[src/rtl/kbd_cmd_pkg.sv]
package kbd_cmd_pkg;

  localparam logic [7:0] KB_ACK    = 8'hFA;
  localparam logic [7:0] KB_RESEND = 8'hFE;
  localparam logic [7:0] KB_ECHO   = 8'hEE;

  typedef enum logic [1:0] {
    FC_NONE    = 2'd0,
    FC_TIMEOUT = 2'd1,
    FC_NOACK   = 2'd2,
    FC_REPLY   = 2'd3
  } fail_t;

  typedef enum logic [2:0] {
    TX_IDLE, TX_INH, TX_REQ, TX_BITS, TX_ACK, TX_SETTLE
  } tx_state_t;

  typedef enum logic [1:0] {
    H_IDLE, H_SEND, H_REPLY, H_GAP
  } host_state_t;

  // parity bit giving an odd count of ones over data plus parity
  function automatic logic odd_par(input logic [7:0] b);
    return ~(^b);
  endfunction

endpackage

[src/rtl/kbd_line_sync.sv]
module kbd_line_sync #(
  parameter int STAGES = 2
) (
  input  logic clk,
  input  logic rst,
  input  logic clk_raw,
  input  logic dat_raw,
  output logic clk_s,
  output logic dat_s,
  output logic clk_fall
);
  localparam int NLINES = 2;

  logic [NLINES-1:0] raw;
  logic [NLINES-1:0] synced;
  logic              clk_prev;

  assign raw = {dat_raw, clk_raw};

  genvar g;
  generate
    for (g = 0; g < NLINES; g++) begin : g_line
      logic [STAGES-1:0] chain;
      always_ff @(posedge clk) begin
        if (rst) chain <= '1;
        else     chain <= {chain[STAGES-2:0], raw[g]};
      end
      assign synced[g] = chain[STAGES-1];
    end
  endgenerate

  always_ff @(posedge clk) begin
    if (rst) clk_prev <= 1'b1;
    else     clk_prev <= synced[0];
  end

  assign clk_s    = synced[0];
  assign dat_s    = synced[1];
  assign clk_fall = clk_prev & ~synced[0];

endmodule

[src/rtl/kbd_frame_rx.sv]
module kbd_frame_rx (
  input  logic       clk,
  input  logic       rst,
  input  logic       en,
  input  logic       clk_fall,
  input  logic       dat_s,
  output logic       rx_valid,
  output logic       rx_bad,
  output logic [7:0] rx_byte
);
  localparam int FRAME_BITS = 11;

  logic [FRAME_BITS-2:0] sr;
  logic [3:0]            cnt;
  logic [FRAME_BITS-1:0] frame;
  logic                  good;

  assign frame = {dat_s, sr};
  assign good  = ~frame[0] & frame[10] & (^frame[9:1]);

  always_ff @(posedge clk) begin
    if (rst || !en) begin
      cnt      <= '0;
      sr       <= '0;
      rx_valid <= 1'b0;
      rx_bad   <= 1'b0;
      if (rst) rx_byte <= '0;
    end else begin
      rx_valid <= 1'b0;
      rx_bad   <= 1'b0;
      if (clk_fall) begin
        if (cnt == 4'(FRAME_BITS - 1)) begin
          cnt      <= '0;
          rx_byte  <= frame[8:1];
          rx_valid <= good;
          rx_bad   <= ~good;
        end else begin
          sr  <= {dat_s, sr[FRAME_BITS-2:1]};
          cnt <= cnt + 4'd1;
        end
      end
    end
  end

  p_rx_pulse_r5: assert property (@(posedge clk) disable iff (rst)
    rx_valid |=> !rx_valid);
  p_rx_excl_r5: assert property (@(posedge clk) disable iff (rst)
    !(rx_valid && rx_bad));

endmodule

[src/rtl/kbd_frame_tx.sv]
module kbd_frame_tx
  import kbd_cmd_pkg::*;
#(
  parameter int INHIBIT_CYCLES = 5000
) (
  input  logic       clk,
  input  logic       rst,
  input  logic       start,
  input  logic [7:0] byte_in,
  input  logic       abort,
  input  logic       clk_s,
  input  logic       dat_s,
  input  logic       clk_fall,
  output logic       clk_pull,
  output logic       dat_pull,
  output logic       tx_done,
  output logic       tx_nak
);
  localparam int IW      = $clog2(INHIBIT_CYCLES + 1);
  localparam int LAST_SH = 9;   // eight data bits then parity

  tx_state_t    st;
  logic [8:0]   sh;
  logic [IW-1:0] cnt;
  logic [3:0]   nbit;

  always_ff @(posedge clk) begin
    if (rst) begin
      st       <= TX_IDLE;
      sh       <= '0;
      cnt      <= '0;
      nbit     <= '0;
      clk_pull <= 1'b0;
      dat_pull <= 1'b0;
      tx_done  <= 1'b0;
      tx_nak   <= 1'b0;
    end else begin
      tx_done <= 1'b0;
      tx_nak  <= 1'b0;
      if (abort) begin
        st       <= TX_IDLE;
        clk_pull <= 1'b0;
        dat_pull <= 1'b0;
      end else begin
        case (st)
          TX_IDLE: if (start) begin
            sh       <= {odd_par(byte_in), byte_in};
            cnt      <= IW'(INHIBIT_CYCLES - 1);
            clk_pull <= 1'b1;
            st       <= TX_INH;
          end
          TX_INH: begin
            if (cnt == '0) begin
              dat_pull <= 1'b1;
              st       <= TX_REQ;
            end else begin
              cnt <= cnt - 1'b1;
            end
          end
          TX_REQ: begin
            clk_pull <= 1'b0;
            nbit     <= '0;
            st       <= TX_BITS;
          end
          TX_BITS: if (clk_fall) begin
            if (nbit == 4'(LAST_SH)) begin
              dat_pull <= 1'b0;
              st       <= TX_ACK;
            end else begin
              dat_pull <= ~sh[0];
              sh       <= sh >> 1;
              nbit     <= nbit + 4'd1;
            end
          end
          TX_ACK: if (clk_fall) begin
            if (!dat_s) st <= TX_SETTLE;
            else begin
              tx_nak <= 1'b1;
              st     <= TX_IDLE;
            end
          end
          TX_SETTLE: if (clk_s && dat_s) begin
            tx_done <= 1'b1;
            st      <= TX_IDLE;
          end
          default: st <= TX_IDLE;
        endcase
      end
    end
  end

  p_clk_free_bits_r3: assert property (@(posedge clk) disable iff (rst)
    (st == TX_BITS || st == TX_ACK || st == TX_SETTLE) |-> !clk_pull);
  p_data_before_release_r2: assert property (@(posedge clk) disable iff (rst)
    ($fell(clk_pull) && !$past(abort)) |-> dat_pull);
  p_stop_released_r4: assert property (@(posedge clk) disable iff (rst)
    (st == TX_ACK) |-> !dat_pull);

endmodule

[src/rtl/kbd_cmd_host.sv]
module kbd_cmd_host
  import kbd_cmd_pkg::*;
#(
  parameter int INHIBIT_CYCLES = 5000,
  parameter int TIMEOUT_CYCLES = 750000,
  parameter int MAX_RETRY      = 3,
  parameter int SYNC_STAGES    = 2
) (
  input  logic       clk,
  input  logic       rst,
  input  logic       req_valid,
  input  logic [7:0] req_cmd,
  input  logic       req_has_arg,
  input  logic [7:0] req_arg,
  output logic       busy,
  output logic       done,
  output logic [7:0] reply_byte,
  output logic [1:0] fail_code,
  input  logic       kb_clk_in,
  input  logic       kb_dat_in,
  output logic       kb_clk_pull,
  output logic       kb_dat_pull
);
  localparam int TW = $clog2(TIMEOUT_CYCLES + 1);
  localparam int RW = $clog2(MAX_RETRY + 1);

  host_state_t   st;
  logic [7:0]    cur_cmd, cur_arg, tx_byte;
  logic          has_arg, arg_phase, tx_start;
  logic [RW-1:0] retries;
  logic [TW-1:0] tmr;

  logic clk_s, dat_s, clk_fall;
  logic tx_done, tx_nak;
  logic rx_valid, rx_bad;
  logic [7:0] rx_byte;
  logic timeout_hit;

  // decision on a received reply
  logic  fin, to_gap, load_arg, bump_retry;
  fail_t fin_code;

  kbd_line_sync #(.STAGES(SYNC_STAGES)) u_sync (
    .clk(clk), .rst(rst), .clk_raw(kb_clk_in), .dat_raw(kb_dat_in),
    .clk_s(clk_s), .dat_s(dat_s), .clk_fall(clk_fall));

  kbd_frame_tx #(.INHIBIT_CYCLES(INHIBIT_CYCLES)) u_tx (
    .clk(clk), .rst(rst), .start(tx_start), .byte_in(tx_byte),
    .abort(timeout_hit), .clk_s(clk_s), .dat_s(dat_s), .clk_fall(clk_fall),
    .clk_pull(kb_clk_pull), .dat_pull(kb_dat_pull),
    .tx_done(tx_done), .tx_nak(tx_nak));

  kbd_frame_rx u_rx (
    .clk(clk), .rst(rst), .en(st == H_REPLY), .clk_fall(clk_fall),
    .dat_s(dat_s), .rx_valid(rx_valid), .rx_bad(rx_bad), .rx_byte(rx_byte));

  assign timeout_hit = (st != H_IDLE) && (tmr == TW'(TIMEOUT_CYCLES - 1));

  always_comb begin
    fin        = 1'b0;
    fin_code   = FC_NONE;
    to_gap     = 1'b0;
    load_arg   = 1'b0;
    bump_retry = 1'b0;
    if (st == H_REPLY) begin
      if (rx_bad) begin
        fin = 1'b1; fin_code = FC_REPLY;
      end else if (rx_valid) begin
        if (rx_byte == KB_RESEND) begin
          if (retries == RW'(MAX_RETRY)) begin
            fin = 1'b1; fin_code = FC_REPLY;
          end else begin
            to_gap = 1'b1; bump_retry = 1'b1;
          end
        end else if (arg_phase) begin
          fin = 1'b1;
          fin_code = (rx_byte == KB_ACK) ? FC_NONE : FC_REPLY;
        end else if (cur_cmd == KB_ECHO) begin
          fin = 1'b1;
          fin_code = (rx_byte == KB_ECHO) ? FC_NONE : FC_REPLY;
        end else if (rx_byte == KB_ACK) begin
          if (has_arg) begin
            to_gap = 1'b1; load_arg = 1'b1;
          end else begin
            fin = 1'b1;
          end
        end else begin
          fin = 1'b1; fin_code = FC_REPLY;
        end
      end
    end
  end

  always_ff @(posedge clk) begin
    if (rst) begin
      st         <= H_IDLE;
      cur_cmd    <= '0;
      cur_arg    <= '0;
      tx_byte    <= '0;
      has_arg    <= 1'b0;
      arg_phase  <= 1'b0;
      tx_start   <= 1'b0;
      retries    <= '0;
      tmr        <= '0;
      busy       <= 1'b0;
      done       <= 1'b0;
      reply_byte <= '0;
      fail_code  <= FC_NONE;
    end else begin
      done     <= 1'b0;
      tx_start <= 1'b0;
      if (st != H_IDLE) tmr <= clk_fall ? '0 : tmr + 1'b1;

      if (timeout_hit) begin
        done      <= 1'b1;
        busy      <= 1'b0;
        fail_code <= FC_TIMEOUT;
        st        <= H_IDLE;
      end else begin
        case (st)
          H_IDLE: if (req_valid) begin
            cur_cmd   <= req_cmd;
            cur_arg   <= req_arg;
            has_arg   <= req_has_arg;
            arg_phase <= 1'b0;
            retries   <= '0;
            tx_byte   <= req_cmd;
            tx_start  <= 1'b1;
            busy      <= 1'b1;
            tmr       <= '0;
            st        <= H_SEND;
          end
          H_SEND: begin
            if (tx_nak) begin
              done      <= 1'b1;
              busy      <= 1'b0;
              fail_code <= FC_NOACK;
              st        <= H_IDLE;
            end else if (tx_done) begin
              tmr <= '0;
              st  <= H_REPLY;
            end
          end
          H_REPLY: begin
            if (rx_valid) reply_byte <= rx_byte;
            if (fin) begin
              done      <= 1'b1;
              busy      <= 1'b0;
              fail_code <= fin_code;
              st        <= H_IDLE;
            end else if (to_gap) begin
              tmr <= '0;
              st  <= H_GAP;
              if (bump_retry) retries <= retries + 1'b1;
              if (load_arg) begin
                arg_phase <= 1'b1;
                retries   <= '0;
                tx_byte   <= cur_arg;
              end
            end
          end
          H_GAP: if (clk_s && dat_s) begin
            tx_start <= 1'b1;
            tmr      <= '0;
            st       <= H_SEND;
          end
          default: st <= H_IDLE;
        endcase
      end
    end
  end

  p_done_pulse_r11: assert property (@(posedge clk) disable iff (rst)
    done |=> !done);
  p_done_idle_r11: assert property (@(posedge clk) disable iff (rst)
    done |-> !busy);
  p_lines_free_idle_r1: assert property (@(posedge clk) disable iff (rst)
    !busy |-> (!kb_clk_pull && !kb_dat_pull));
  p_cmd_hold_r10: assert property (@(posedge clk) disable iff (rst)
    (busy && req_valid) |=> $stable(cur_cmd));
  p_timeout_release_r9: assert property (@(posedge clk) disable iff (rst)
    (done && fail_code == FC_TIMEOUT) |-> (!kb_clk_pull && !kb_dat_pull));

endmodule

[config.mk]
export PLATFORM = sky130hd
export DESIGN_NAME = kbd_cmd_host
export DESIGN_NICKNAME = d
export VERILOG_FILES = /design/src/rtl/kbd_cmd_pkg.sv /design/src/rtl/kbd_line_sync.sv /design/src/rtl/kbd_frame_rx.sv /design/src/rtl/kbd_frame_tx.sv /design/src/rtl/kbd_cmd_host.sv
export SDC_FILE = /design/constraint.sdc
export NUM_CORES = 1
export LEC_CHECK = 0
export CAP_MARGIN = 20
export CORE_ASPECT_RATIO = 0.5
export CORE_UTILIZATION = 50
export DETAILED_ROUTE_END_ITERATION = 8
export DONT_BUFFER_PORTS = 1
export SLEW_MARGIN = 25
export SYNTH_ARGS = -nofsm -noshare
export SYNTH_HDL_FRONTEND = slang
export SYNTH_SLANG_ARGS = --single-unit
[constraint.sdc]
create_clock -name clk -period 4.2 [get_ports clk]
set_clock_uncertainty 0.05 [all_clocks]
set_input_delay 0.84 -clock clk [delete_from_list [all_inputs] [get_ports clk]]
set_output_delay 0.84 -clock clk [all_outputs]
set_load 0.02 [all_outputs]
==> results of run 1 <==
==> state kept, by name, summed over array words and instances, names as in the netlist, 2 cells and up <==
signal,cells
u_rx.sr,10
cur_arg,8
tx_byte,8
u_tx.nbit,4
retries,2
fail_code,2
u_sync.g_line.chain,4
u_rx.rx_byte,8
u_rx.cnt,4
cur_cmd,8
u_tx.st,3
u_tx.sh,9
tmr,20
reply_byte,8
st,2
u_tx.cnt,13
==> placed cells by master (no fill, tap or decap), types with 4 or more instances in the layout <==
master,synthesis,layout
nand4b_1,5,5
nor3b_1,6,6
mux2i_1,27,27
nand3b_1,5,5
a21oi_1,43,43
a211oi_2,8,8
nor4_1,4,4
nor2_1,95,95
nand3_1,22,22
xnor2_1,22,22
or3_1,8,8
inv_1,13,13
a31oi_1,4,4
ha_1,9,9
a311oi_2,8,8
o211ai_1,4,4
o21ai_0,13,13
and2_1,13,13
nor2b_1,8,8
xor2_1,18,18
nand2_1,80,80
dfxtp_1,117,117
nand4_1,11,11
or2_2,5,5
nor3_1,19,19
inv_6,0,5
nand2b_1,12,12
edfxtp_1,8,8
a21o_1,5,5
a211oi_1,6,6
clkbuf_16,0,18
==> cells by family after synthesis <==
kind of cell / Yosys count
AND/OR/NAND/NOR: 312
buffers and inverters: 50
XOR/XNOR: 40
multiplexers: 27
adder cells (fa/ha/maj): 9
AO/OA/AOI/OAI: 120
flip-flops: 125
==> power by group <==
group | internal [W] | switching (W)
logic | 0.000446 | 0.000628
clock network | 0.000979 | 0.000576
registers | 0.00138 | 0.000192
==> metal layers <==
layer | wire length [µm] | GRT usage [%] | vias to the layer above
met1 | 6670 | 31.2 | 2185
li1 | - | - | 2359
met5 | 0 | 0 | -
met2 | 5210 | 32.2 | 107
met3 | 809 | 7.44 | 12
met4 | 135 | 6.41 | 0
==> path summary, 6_finish.rpt <==
kind	slack [ps]	to	start
worst max-delay path	1400	tmr[3]	st[1]
worst min-delay path	360	u_sync.g_line[0].chain[1]	u_sync.g_line[0].chain[0]
worst max register to register	1400	tmr[3]	st[1]
worst min register to register	360	u_sync.g_line[0].chain[1]	u_sync.g_line[0].chain[0]
==> per-stage QoR <==
step                      std cells  hold WS, ps
after global routing            839          390
after floorplan                 683          339
after CTS                       839          360
after global placement          807          342
after detailed placement        807          346
final                           839          359
==> final cells by class <==
class                           instances  area (µm²)  share of cell area [%]
Timing Repair Buffer                    2        15.0                   0.225
Clock buffer                           18         450                    6.76
Inverter                               13        48.8                   0.732
Sequential cell                       125        2580                    38.8
Tap cell                              159         199                    2.99
Clock inverter                         14         178                    2.67
Multi-Input combinational cell        508        3190                    47.9
==> impl_metrics.json, run 1 <==
{
  "outcome": "complete, no violations",
  "place.gp.congestion": 0.834,
  "fp.dieH_um": 79.8,
  "synthSimpleGateAreaFrac_pct": 25.7,
  "finalCoreUtilization_pct": 58.5,
  "yosysTopAreaCell": "dfxtp_1",
  "drive_gt1_share_pct": 9.85,
  "wl_mm": 12.8,
  "end_kind": "flop",
  "drtIter0Drc": 286,
  "p_leak_nw": 2.25,
  "yosys-top-cells-area": "dfxtp_1 39%, nor2_1 5.9%, nand2_1 5.0%",
  "wl_per_cell_um": 15.3,
  "crit_family": "simple AND/OR/NAND/NOR gates",
  "root_buffer": "clkbuf_16",
  "fin_area_mm2": 0.00666,
  "grt_max_degree": 75,
  "avgSynthCellArea_um2": 8.87,
  "synth_most_common_cell": "dfxtp_1",
  "postCtsSetupBuffers": 0,
  "clock_latency_ps": 410,
  "cts_resized": 0,
  "timing.critical_path.slowest_cell_delay_ps": 710,
  "ys.flop_type": "dfxtp_1",
  "powerDensity_mw_per_mm2": 630,
  "drcViolationCount": 0,
  "synth_top_area_share_pct": 38.7,
  "start_kind": "flop",
  "dieArea_mm2": 0.0126,
  "grt_pass1_vias": 4404,
  "async_reset_ff_share_pct": 0,
  "drt-vias-per-instance": 5.56,
  "h-tree-depth": 4,
  "cts_buffers": 17,
  "synth_area_mm2": 0.00606,
  "worstPathArrival_ps": 3050,
  "ios": 36,
  "cp_num_cells": 7,
  "synth_compound_area_share_pct": 14.9,
  "worst-path-buf-inv": 1,
  "syn_nets": 714,
  "synth_top_family_by_area": "simple AND/OR/NAND/NOR gates",
  "drt-pass1-iter-count": 5,
  "irDropWorstVdd_mv": 0.308,
  "grt_overflow_total": 0,
  "vias": 4663,
  "crit_type": "flop to flop",
  "maxSlewHeadroom_pct": 32.5,
  "fin_crit_sh_pct": 66.6,
  "crit_slowest_cell": "nor3_1",
  "grt_pass1_wl_mm": 21.7,
  "finalMaxSlewViolations": 0,
  "setup_violations": 0,
  "tritoncts": "yes",
  "cp_data_required_time_ps": 4450,
  "reg2reg_depth": 7,
  "cts_max_path_buffers": 2,
  "synth-edff-count": 8,
  "postCtsHoldBufs": 0,
  "placed_area_mm2": 0.00603,
  "area_growth_pct": 9.98,
  "grt_util_all_layers_pct": 22.3,
  "numPortBuffers": 0,
  "totalPowerFinal_w": 0.00420,
  "fmax_ghz": 0.358,
  "yosysSeqAreaShare_pct": 42.6,
  "synth_warnings": 0,
  "post-route-min-period_ps": 2800,
  "synth_xor_area_share_pct": 5.78,
  "synth_cells": 683,
  "finalSetupTns_ps": 0,
  "preCtsSetupSlack_ps": 1470,
  "hold_class": "flop to flop",
  "maxCapViolations": 0,
  "worst_slack_ps": 1400,
  "antenna_found_initial": 0,
  "hold_viol_final": 0,
  "synth_cell_types": 67,
  "clock_sinks": 125,
  "die_x_um": 158,
  "rsz0062_at_grt": "no",
  "initial_core_util_pct": 53.2,
  "place_hpwl_mm": 8.70,
  "clkTransAtPathRegs_ps": 60,
  "core_area_mm2": 0.0114,
  "cp_max_fo": 14,
  "synthAdderAreaFrac_pct": 1.86,
  "synthMuxAreaShare_pct": 4.46,
  "yosys_register_bits": 125,
  "cp_cell_sequence": "inv_1 > ha_1 > nor3_1 > nand2_1 > nand2b_1 > nor2_1 > a22o_1",
  "antenna_left": 0,
  "nNetsFinal": 698,
  "rows": 27,
  "num-fill-cells": 1038,
  "tightest_slew_ps": 1010,
  "whs_path_depth": 1,
  "ys_top_cells_by_count": "117 x dfxtp_1, 95 x nor2_1, 80 x nand2_1, 43 x a21oi_1, 27 x mux2i_1",
  "antennaDiodeCount": 0
}
Note: power is estimated with default switching activity, not from simulation.
==> inputs of run 2 (changes only) <==
==> constraint.sdc (replaced) <==
create_clock -name clk -period 2.9 [get_ports clk]
set_clock_uncertainty 0.05 [all_clocks]
set_input_delay 0.58 -clock clk [delete_from_list [all_inputs] [get_ports clk]]
set_output_delay 0.58 -clock clk [all_outputs]
set_load 0.02 [all_outputs]
==> impl_metrics.json, run 2 (synthesis results as in run 1) <==
{
  "hold_viol_final": 0,
  "place_hpwl_mm": 8.84,
  "clock_sinks": 125,
  "postCtsHoldBufs": 0,
  "cp_max_fo": 9,
  "numPortBuffers": 0,
  "tightest_slew_ps": 741,
  "fmax_ghz": 0.406,
  "worst_slack_ps": 437,
  "h-tree-depth": 4,
  "hold_class": "primary input to flop",
  "rows": 27,
  "top_regs": "tmr (20), u_tx.cnt (13), u_rx.sr (10)",
  "grt_max_degree": 75,
  "tritoncts": "yes",
  "antenna_found_initial": 0,
  "cp_data_required_time_ps": 3200,
  "irDropWorstVdd_mv": 0.372,
  "crit_type": "flop to flop",
  "wl_met2_mm": 5.38,
  "antenna_left": 0,
  "maxCapViolations": 0,
  "clock_latency_ps": 420,
  "finalCoreUtilization_pct": 59.2,
  "clkTransAtPathRegs_ps": 60,
  "start_kind": "flop",
  "outcome": "complete, no violations",
  "fp.dieH_um": 79.8,
  "preCtsSetupSlack_ps": 437,
  "maxSlewHeadroom_pct": 50.6,
  "dieArea_mm2": 0.0126,
  "wl_mm": 13.1,
  "root_buffer": "clkbuf_16",
  "initial_core_util_pct": 53.2,
  "largest_reg_flops": 20,
  "end_kind": "flop",
  "p_leak_nw": 2.30,
  "area_growth_pct": 11.2,
  "vias": 4732,
  "drcViolationCount": 0,
  "drive_gt1_share_pct": 11.3,
  "top_register": "tmr",
  "drtIter0Drc": 413,
  "cts_max_path_buffers": 2,
  "nNetsFinal": 710,
  "topRoutingLayerUsed": "met4",
  "fin_crit_sh_pct": 84.9,
  "grt_util_all_layers_pct": 22.8,
  "wl_per_cell_um": 15.4,
  "finalMaxSlewViolations": 0,
  "grt_pass1_vias": 4445,
  "wl_met1_mm": 6.90,
  "die_x_um": 158,
  "routed-wl-met3_um": 788,
  "grt_pass1_wl_mm": 22.2,
  "place.gp.congestion": 0.807,
  "rsz0062_at_grt": "no",
  "grt_overflow_total": 0,
  "postCtsSetupBuffers": 0,
  "ios": 36,
  "layout_commonest_cell": "dfxtp_1",
  "drt-vias-per-instance": 5.56,
  "setup_violations": 0,
  "antennaDiodeCount": 0,
  "cts_buffers": 17,
  "powerDensity_mw_per_mm2": 903,
  "cts_resized": 0,
  "layout_common_cells": "117 x dfxtp_1, 95 x nor2_1, 80 x nand2_1",
  "worstPathArrival_ps": 2760,
  "finalSetupTns_ps": 0,
  "core_area_mm2": 0.0114,
  "post-route-min-period_ps": 2460,
  "timing.hold.ws_ps": 190,
  "drt-pass1-iter-count": 5
}
[run 2: cell types whose count changed in the layout (fill, tap and decap cells not counted)]
cell,delta
clkinv_4,+2
clkinv_2,-2
inv_6,-1
clkinvlp_4,+1
buf_4,+12
clkbuf_16,-1
clkbuf_1,+1
[run 2: path summary, 6_finish.rpt]
check / cells past startpoint / to / slack, ps / start
max: 8 / tmr[17] / 440 / st[1]
min: 1 / done / 190 / rst
max reg2reg: 8 / tmr[17] / 440 / st[1]
min reg2reg: 1 / u_sync.g_line[1].chain[1] / 360 / u_sync.g_line[1].chain[0]
[run 2: where the power goes]
group	switching [W]	internal, W
Sequential	0.000268	0.00199
Combinational	0.000930	0.000697
Clock	0.000828	0.00137
[run 2: worst max-delay path, stage by stage (launching register included)]
cell      delay, ps
dfxtp_1         390
inv_1            80
ha_1            280
nand4b_1        330
or3_1           440
nor2_1          240
nand2_1         120
or3_1           310
a21oi_1         140
[run 2: area by class of cell]
cell class / count / area (µm²)
fill: 1046 / 4650
clock inverter: 14 / 184
tap: 159 / 199
sequential: 125 / 2580
clock buffer: 18 / 429
multi-input combinational: 508 / 3190
inverter: 13 / 48.8
timing repair buffer: 14 / 105
[run 2: metal layers]
layer | GRT usage (%) | vias to the layer above
met2 | 32.6 | 97
li1 | - | 2391
met1 | 33.3 | 2236
met4 | 6.99 | 0
met3 | 5.54 | 8
met5 | 0 | -
[run 2: per-stage QoR]
step                      power (W)  area (µm²)  std cells
after CTS                   0.00613        6740        851
final                       0.00608        6740        851
after global routing        0.00644        6740        851
after global placement      0.00389        6120        819
after floorplan             0.00360        6060        683
after detailed placement    0.00391        6120        819
